==> src/rtl/eeprom_pw_pkg.sv <==
package eeprom_pw_pkg;

  typedef enum logic [2:0] {
    ST_IDLE,
    ST_WRITE,
    ST_RECOVER,
    ST_LOAD,
    ST_POLL,
    ST_REPORT
  } pwState_t;

  // strobes from control to datapath
  typedef struct packed {
    logic capture;     // latch host address and data
    logic weActive;    // time the write-enable pulse
    logic gapActive;   // time the inter-byte gap
    logic pollActive;  // run read-back timers
  } pwStrobe_t;

endpackage

==> src/rtl/eeprom_pw_datapath.sv <==
module eeprom_pw_datapath
  import eeprom_pw_pkg::*;
#(
  parameter int ADDR_W       = 17,
  parameter int DATA_W       = 8,
  parameter int PAGE_BITS    = 7,
  parameter int WE_PULSE     = 20,
  parameter int GAP_LIMIT    = 30000,
  parameter int READ_WAIT    = 8,
  parameter int POLL_TIMEOUT = 2500000
) (
  input  logic              clk,
  input  logic              rstN,
  input  pwStrobe_t         strb,
  input  logic [ADDR_W-1:0] inAddr,
  input  logic [DATA_W-1:0] inData,
  input  logic [DATA_W-1:0] memDin,
  output logic [ADDR_W-1:0] curAddr,
  output logic [DATA_W-1:0] curData,
  output logic              fits,
  output logic              weDone,
  output logic              gapExpired,
  output logic              pollMatch,
  output logic              pollTimeout
);

  localparam int WE_W   = $clog2(WE_PULSE + 1);
  localparam int GAP_W  = $clog2(GAP_LIMIT + 1);
  localparam int RD_W   = $clog2(READ_WAIT + 1);
  localparam int TIME_W = $clog2(POLL_TIMEOUT + 1);

  logic [WE_W-1:0]      weCnt;
  logic [GAP_W-1:0]     gapCnt;
  logic [RD_W-1:0]      readCnt;
  logic [TIME_W-1:0]    timeCnt;
  logic [PAGE_BITS-1:0] nextOff;
  logic                 sampleNow;

  always_ff @(posedge clk or negedge rstN) begin
    if (!rstN) begin
      curAddr <= '0;
      curData <= '0;
    end else if (strb.capture) begin
      curAddr <= inAddr;
      curData <= inData;
    end
  end

  always_ff @(posedge clk or negedge rstN) begin
    if (!rstN) begin
      weCnt   <= '0;
      gapCnt  <= '0;
      readCnt <= '0;
      timeCnt <= '0;
    end else begin
      weCnt  <= strb.weActive  ? weCnt + WE_W'(1)   : '0;
      gapCnt <= strb.gapActive ? gapCnt + GAP_W'(1) : '0;
      if (strb.pollActive) begin
        readCnt <= sampleNow ? '0 : readCnt + RD_W'(1);
        timeCnt <= timeCnt + TIME_W'(1);
      end else begin
        readCnt <= '0;
        timeCnt <= '0;
      end
    end
  end

  assign nextOff     = curAddr[PAGE_BITS-1:0] + PAGE_BITS'(1);
  assign fits        = (inAddr[ADDR_W-1:PAGE_BITS] == curAddr[ADDR_W-1:PAGE_BITS])
                     && (curAddr[PAGE_BITS-1:0] != {PAGE_BITS{1'b1}})
                     && (inAddr[PAGE_BITS-1:0] == nextOff);
  assign weDone      = strb.weActive && (weCnt == WE_W'(WE_PULSE - 1));
  assign gapExpired  = strb.gapActive && (gapCnt == GAP_W'(GAP_LIMIT - 1));
  assign sampleNow   = readCnt == RD_W'(READ_WAIT - 1);
  assign pollMatch   = strb.pollActive && sampleNow && (memDin == curData);
  assign pollTimeout = strb.pollActive && (timeCnt == TIME_W'(POLL_TIMEOUT - 1));

  // a byte merged into a running burst never leaves its page
  p_same_page_r3: assert property (@(posedge clk) disable iff (!rstN)
    (strb.capture && strb.gapActive) |=>
      (curAddr[ADDR_W-1:PAGE_BITS] == $past(curAddr[ADDR_W-1:PAGE_BITS])))
    else $error("burst crossed a page");

endmodule

==> src/rtl/eeprom_pw_ctrl.sv <==
module eeprom_pw_ctrl
  import eeprom_pw_pkg::*;
(
  input  logic      clk,
  input  logic      rstN,
  input  logic      inValid,
  input  logic      fits,
  input  logic      weDone,
  input  logic      gapExpired,
  input  logic      pollMatch,
  input  logic      pollTimeout,
  output pwStrobe_t strb,
  output logic      inReady,
  output logic      memDriveEn,
  output logic      memCeN,
  output logic      memOeN,
  output logic      memWeN,
  output logic      doneValid,
  output logic      doneError
);

  pwState_t state, nextState;
  logic     errNext;

  always_comb begin
    nextState = state;
    strb      = '0;
    inReady   = 1'b0;
    errNext   = doneError;
    unique case (state)
      ST_IDLE: begin
        inReady = 1'b1;
        if (inValid) begin
          strb.capture = 1'b1;
          nextState    = ST_WRITE;
        end
      end
      ST_WRITE: begin
        strb.weActive = 1'b1;
        if (weDone) nextState = ST_RECOVER;
      end
      ST_RECOVER: nextState = ST_LOAD;
      ST_LOAD: begin
        strb.gapActive = 1'b1;
        inReady        = fits;
        if (inValid && fits) begin
          strb.capture = 1'b1;
          nextState    = ST_WRITE;
        end else if (inValid || gapExpired) begin
          nextState = ST_POLL;
        end
      end
      ST_POLL: begin
        strb.pollActive = 1'b1;
        if (pollMatch) begin
          errNext   = 1'b0;
          nextState = ST_REPORT;
        end else if (pollTimeout) begin
          errNext   = 1'b1;
          nextState = ST_REPORT;
        end
      end
      ST_REPORT: nextState = ST_IDLE;
      default:   nextState = ST_IDLE;
    endcase
  end

  always_ff @(posedge clk or negedge rstN) begin
    if (!rstN) begin
      state     <= ST_IDLE;
      doneError <= 1'b0;
    end else begin
      state     <= nextState;
      doneError <= errNext;
    end
  end

  assign doneValid  = state == ST_REPORT;
  assign memWeN     = state != ST_WRITE;
  assign memOeN     = state != ST_POLL;
  assign memCeN     = !(state == ST_WRITE || state == ST_RECOVER || state == ST_POLL);
  assign memDriveEn = state == ST_WRITE || state == ST_RECOVER || state == ST_LOAD;

  p_bus_release_r6: assert property (@(posedge clk) disable iff (!rstN)
    !memOeN |-> (!memDriveEn && memWeN))
    else $error("bus driven during read-back");

  p_no_accept_poll_r10: assert property (@(posedge clk) disable iff (!rstN)
    !memOeN |-> !inReady)
    else $error("host accepted during poll");

  p_gap_close_r5: assert property (@(posedge clk) disable iff (!rstN)
    (gapExpired && !inValid) |=> !memOeN)
    else $error("gap expiry did not start polling");

  p_done_pulse_r7: assert property (@(posedge clk) disable iff (!rstN)
    doneValid |=> !doneValid)
    else $error("status pulse longer than a cycle");

  p_match_wins_r9: assert property (@(posedge clk) disable iff (!rstN)
    pollMatch |=> (doneValid && !doneError))
    else $error("match not reported as success");

  p_timeout_err_r8: assert property (@(posedge clk) disable iff (!rstN)
    (pollTimeout && !pollMatch) |=> (doneValid && doneError))
    else $error("timeout not reported");

endmodule

==> src/rtl/eeprom_page_writer.sv <==
module eeprom_page_writer
  import eeprom_pw_pkg::*;
#(
  parameter int ADDR_W       = 17,
  parameter int DATA_W       = 8,
  parameter int PAGE_BITS    = 7,
  parameter int WE_PULSE     = 20,
  parameter int GAP_LIMIT    = 30000,
  parameter int READ_WAIT    = 8,
  parameter int POLL_TIMEOUT = 2500000
) (
  input  logic              clk,
  input  logic              rstN,
  input  logic              inValid,
  output logic              inReady,
  input  logic [ADDR_W-1:0] inAddr,
  input  logic [DATA_W-1:0] inData,
  output logic [ADDR_W-1:0] memAddr,
  output logic [DATA_W-1:0] memDout,
  input  logic [DATA_W-1:0] memDin,
  output logic              memDriveEn,
  output logic              memCeN,
  output logic              memOeN,
  output logic              memWeN,
  output logic              doneValid,
  output logic              doneError
);

  pwStrobe_t strb;
  logic      fits, weDone, gapExpired, pollMatch, pollTimeout;

  eeprom_pw_ctrl u_ctrl (
    .clk(clk), .rstN(rstN), .inValid(inValid), .fits(fits), .weDone(weDone),
    .gapExpired(gapExpired), .pollMatch(pollMatch), .pollTimeout(pollTimeout),
    .strb(strb), .inReady(inReady), .memDriveEn(memDriveEn), .memCeN(memCeN),
    .memOeN(memOeN), .memWeN(memWeN), .doneValid(doneValid), .doneError(doneError)
  );

  eeprom_pw_datapath #(
    .ADDR_W(ADDR_W), .DATA_W(DATA_W), .PAGE_BITS(PAGE_BITS), .WE_PULSE(WE_PULSE),
    .GAP_LIMIT(GAP_LIMIT), .READ_WAIT(READ_WAIT), .POLL_TIMEOUT(POLL_TIMEOUT)
  ) u_dp (
    .clk(clk), .rstN(rstN), .strb(strb), .inAddr(inAddr), .inData(inData),
    .memDin(memDin), .curAddr(memAddr), .curData(memDout), .fits(fits),
    .weDone(weDone), .gapExpired(gapExpired), .pollMatch(pollMatch),
    .pollTimeout(pollTimeout)
  );

endmodule

==> config.mk <==
export PLATFORM = sky130hd
export DESIGN_NAME = eeprom_page_writer
export DESIGN_NICKNAME = d
export VERILOG_FILES = /design/src/rtl/eeprom_pw_pkg.sv /design/src/rtl/eeprom_pw_datapath.sv /design/src/rtl/eeprom_pw_ctrl.sv /design/src/rtl/eeprom_page_writer.sv
export SDC_FILE = /design/constraint.sdc
export NUM_CORES = 1
export LEC_CHECK = 0
export ABC_CLOCK_PERIOD_IN_PS = 4600
export BUFFER_PORTS_ARGS = -buffer_cell sky130_fd_sc_hd__buf_4
export CAP_MARGIN = 20
export CORE_MARGIN = 2
export CORE_UTILIZATION = 60
export DETAILED_ROUTE_END_ITERATION = 8
export PLACE_DENSITY = 0.83
export SETUP_SLACK_MARGIN = 0.02
export SLEW_MARGIN = 25
export SYNTH_ARGS = -nofsm -noshare
export SYNTH_HDL_FRONTEND = slang
export SYNTH_HIERARCHICAL = 1
export SYNTH_SLANG_ARGS = --single-unit
==> constraint.sdc <==
create_clock -name clk -period 4.6 [get_ports clk]
set_clock_uncertainty 0.15 [all_clocks]
set_input_delay 0.46 -clock clk [delete_from_list [all_inputs] [get_ports clk]]
set_output_delay 0.46 -clock clk [all_outputs]
set_load 0.01 [all_outputs]
==> summary.md <==
| Metric | Value |
|---|---|
| FFs w/ async S/R, synth | 1.00 |
| Clock transition at path regs | 0.08 ns |
| Net count after synthesis | slightly below 400 |
| Die W | approximately 85 um |
| Vias in the first global route | 2885 |
| Failing checks | negative hold slack |
| Buffers on Ports | between 60 and 70 |
| Initial DRC Count | 62 |
| Worst reg2reg path depth | 11 |
| Pleak | 2.15 nW |
| # rows | 29 |
| Number of setup violations in the final report | 0 |
| Syn Area/Cell | about 11 um^2 |
| Dpl cells | 490 |
| DP Wirelength | approximately 5.4 mm |
| Core Box Area | around 0.0063 mm^2 |
| Share of post-route cells with drive strength above 1 | 0.280 |
| GRT Residual Overflow | 0 |
| RePlAce Congestion | between 0.7 and 0.8 |
| Synth warn | 6 |
| DRT Pass-1 Iters | 4 |
| Starting Density | 0.620 |
| Cts hold-fix bufs | 0 |
| Reg-to-Reg End | u_dp/curData[6] |
| Reg-to-reg startpoint | u_dp/curAddr[0] |
| Peak supply drop | about 0.00043 V |
| ANT cells | 0 |
| Post-route ant nets | 0 |
| Fin. Hold Viols | 50 |
| Xor/xnor share of the synthesized area | 0.130 |
| First-pass GRT wire length | between 10 and 15 mm |
| Die area | roughly 0.0072 mm^2 |
| Pin count of the biggest net entering global routing | 76 |
| Main combinational cell family by area after synthesis | simple AND/OR/NAND/NOR gates |
| Cell Chain, Critical Path | ha_1 -> xnor2_1 -> nand4_1 -> nor4_1 -> nand3_1 -> a211oi_1 -> nand3_1 -> a21oi_1 -> and2_1 -> buf_4 -> mux2_2 |
| # resized after CTS | 0 |
| CP Data Arrival Time | roughly 3.3 ns |
| CTS max path bufs | 2 |
| Cell-internal power | between 1.5 and 2 mW |
| Switch Pwr | around 780 uW |
| Pwr Density | 517 mW/mm^2 |
| Setup bufs post-CTS | 0 |
| Min-delay worst type | primary input to asynchronous set/reset pin |
| Cell area after synthesis | a little under 0.004 mm^2 |
| Yosys top cell area share | 0.479 |
| Rel. slew slack | 0.502 |
| Most used cell, CP | nand3_1 |
| Seq/Total Area, Yosys | 0.479 |
| Combinational fraction of design power | 0.349 |
| Primary FF master, synth | dfrtp_1 |
| Number of synthesized flops with an enable pin | 0 |
| Clk network pwr share | 0.254 |
| Synth Area in Compound Gates | 0.0447 |
| Mapped Cells | ~360 |
| F_max | around 310 MHz |
| Wirelength per Cell | approximately 16 um |
| Cell taking the most area after synthesis | dfrtp_1 |
| RSZ-0062 raised after global routing | no |
| DIE HEIGHT | 84.8 um |
| Post-layout min period | 3.26 ns |
| Synth area leaders | dfrtp_1 (48%), xnor2_1 (8.9%), mux2_2 (7.2%) |
| CTS Buf Count | 9 |
| Slowest stage delay, CP | about 0.45 ns |
| Via density | 5.65 |
| Fin cells | 506 |
| H-tree depth | 3 |
| Max-slew violations | 0 |
| Nets | between 400 and 500 |
| Multi-input logic area | 0.00196 mm^2 |
| MaxCap Viol Count | 0 |
| Crit Path Class | flip-flop to flip-flop |
| Vias | about 2900 |
| Status | complete, but fails checks |
| Post-Synth Adder-Cell Area | 0.0160 |
| CP max stage cell | dfrtp_1 |
| Reg power frac | 0.397 |
| Area Overhead vs Synth | 20.4% |
| IO Count | 68 |
| Design Power | 2.44 mW |
| Initial antenna violation count | 0 |
| Crit-path max FO | 25 |
| Worst hold slack | -0.0345 ns |
| Setup crit end kind | flip-flop |
| Mux cell area share after synthesis | 0.0802 |
| Reg area | about 0.0019 mm^2 |
| Synth Register Bits | 75 |
| Post-Route WL | 7.87 mm |
| Global Route Usage Sum | 0.229 |
| CTS tree | built |
| Post-Synth Simple-Gate Area | 0.230 |
| Netlist cell types | 46 |
| Worst setup SP type | flip-flop |
| Sw Share | 0.321 |
| Reg2Reg Setup Slack | roughly 1.3 ns |
| Worst endpoint required time | between 4 and 5 ns |
| Fill cells | between 400 and 500 |
| Worst-Margin Slew | between 0.7 and 0.8 ns |
| Worst-skew pair later-pin latency | between 0.3 and 0.4 ns |
| Clock sink count | 75 |
| Final Cycle Share | 0.710 |
| Setup TNS Final | 0 ns |
| CTS Root Cell | clkbuf_8 |
| # DRC | 0 |
## worst max path at each step
stage                                from         endpoint  slack [ns]  depth (start not counted)
after floorplan           u_dp/curAddr[0]  u_dp/curAddr[0]        1.33                         12
after global placement    u_dp/curAddr[0]  u_dp/curData[5]        1.54                         11
after detailed placement  u_dp/curAddr[0]  u_dp/curData[5]        1.34                         11
after CTS                 u_dp/curAddr[0]          inReady        1.30                          9
after global routing      u_dp/curAddr[0]  u_dp/curData[7]        1.10                         11
final                     u_dp/curAddr[0]  u_dp/curData[6]        1.34                         11
## cells by family after synthesis
kind of cell,Yosys count
AND/OR/NAND/NOR,148
buffers and inverters,16
XOR/XNOR,58
flip-flops,75
multiplexers,28
AO/OA/AOI/OAI,27
adder cells (fa/ha/maj),5
## cells in the final DEF, fill, tap and decap left out, types with 4 or more instances in the layout
cell type and count:
nand4_1 14, and2_1 37, nor4_1 4, o21ai_0 11
ha_1 5, nor2_1 8, buf_4 67, mux2_2 25
nand2_1 11, nor3_1 5, clkbuf_8 10, xor2_1 18
a21oi_1 6, nand3_1 25, nor2b_1 5, and3_1 11
or3_1 4, xnor2_1 40, dfrtp_1 75
## critical path: cells and delay by family (launching register included)
kind,cells,cell delay [ns]
and+or+nand+nor,5,0.79
AOI/OAI and AO/OA,2,0.56
DFF,1,0.45
muxes,1,0.39
adders and majority gates,1,0.33
buffers and inverters,1,0.31
xor gates and xnor gates,1,0.18
## power by group through the flow
stage / clock network (mW) / logic (mW) / registers [mW]
global placement: 0 / 0.821 / 0.969
detailed placement: 0 / 0.848 / 0.976
global route: 0.654 / 0.917 / 0.989
floorplan: 0 / 0.483 / 0.983
CTS: 0.633 / 0.856 / 0.969
finish: 0.618 / 0.850 / 0.968
## sequential cells by signal (all words and copies together) (netlist names)
name / flops
u_dp/curData: 8
u_ctrl/doneError: 1
u_dp/timeCnt: 22
u_dp/weCnt: 5
u_ctrl/state: 3
u_dp/gapCnt: 15
u_dp/curAddr: 17
u_dp/readCnt: 4
## layout make-up
| type | count | share of cell area |
|---|---|---|
| multi-input cells | 266 | 0.416 |
| repair buffers | 68 | 0.109 |
| clock inverters | 6 | 0.0239 |
| flip-flops and latches | 75 | 0.398 |
| well taps | 77 | 0.0204 |
| inverters | 4 | 0.00318 |
| clock buffers | 10 | 0.0292 |
## Yosys cell counts, drive strengths merged (8+ instances only)
master and number:
xor2 18, mux2 27, and3 11, xnor2 40
nor2 8, nand2 11, o21ai 11, and2 37
nor3 8, nand4 15, dfrtp 75, nand3 25
## metrics by stage
stage | instance area, um^2 | utilization | setup WS [ns]
after floorplan | 3920 | - | 1.33
after global placement | 4460 | 0.707 | 1.54
after detailed placement | 4460 | 0.707 | 1.34
after CTS | 4710 | 0.746 | 1.30
after global routing | 4710 | 0.747 | 1.10
final | 4710 | 0.747 | 1.34
## metal layers
layer / up-vias / share of wire / track usage
li1: 1376 / - / -
met1: 1410 / 0.44 / 0.291
met2: 58 / 0.50 / 0.377
met3: 16 / 0.031 / 0.0423
met4: 0 / 0.025 / 0.114
met5: - / 0 / 0
No activity file was read; power rests on OpenSTA's default activity.
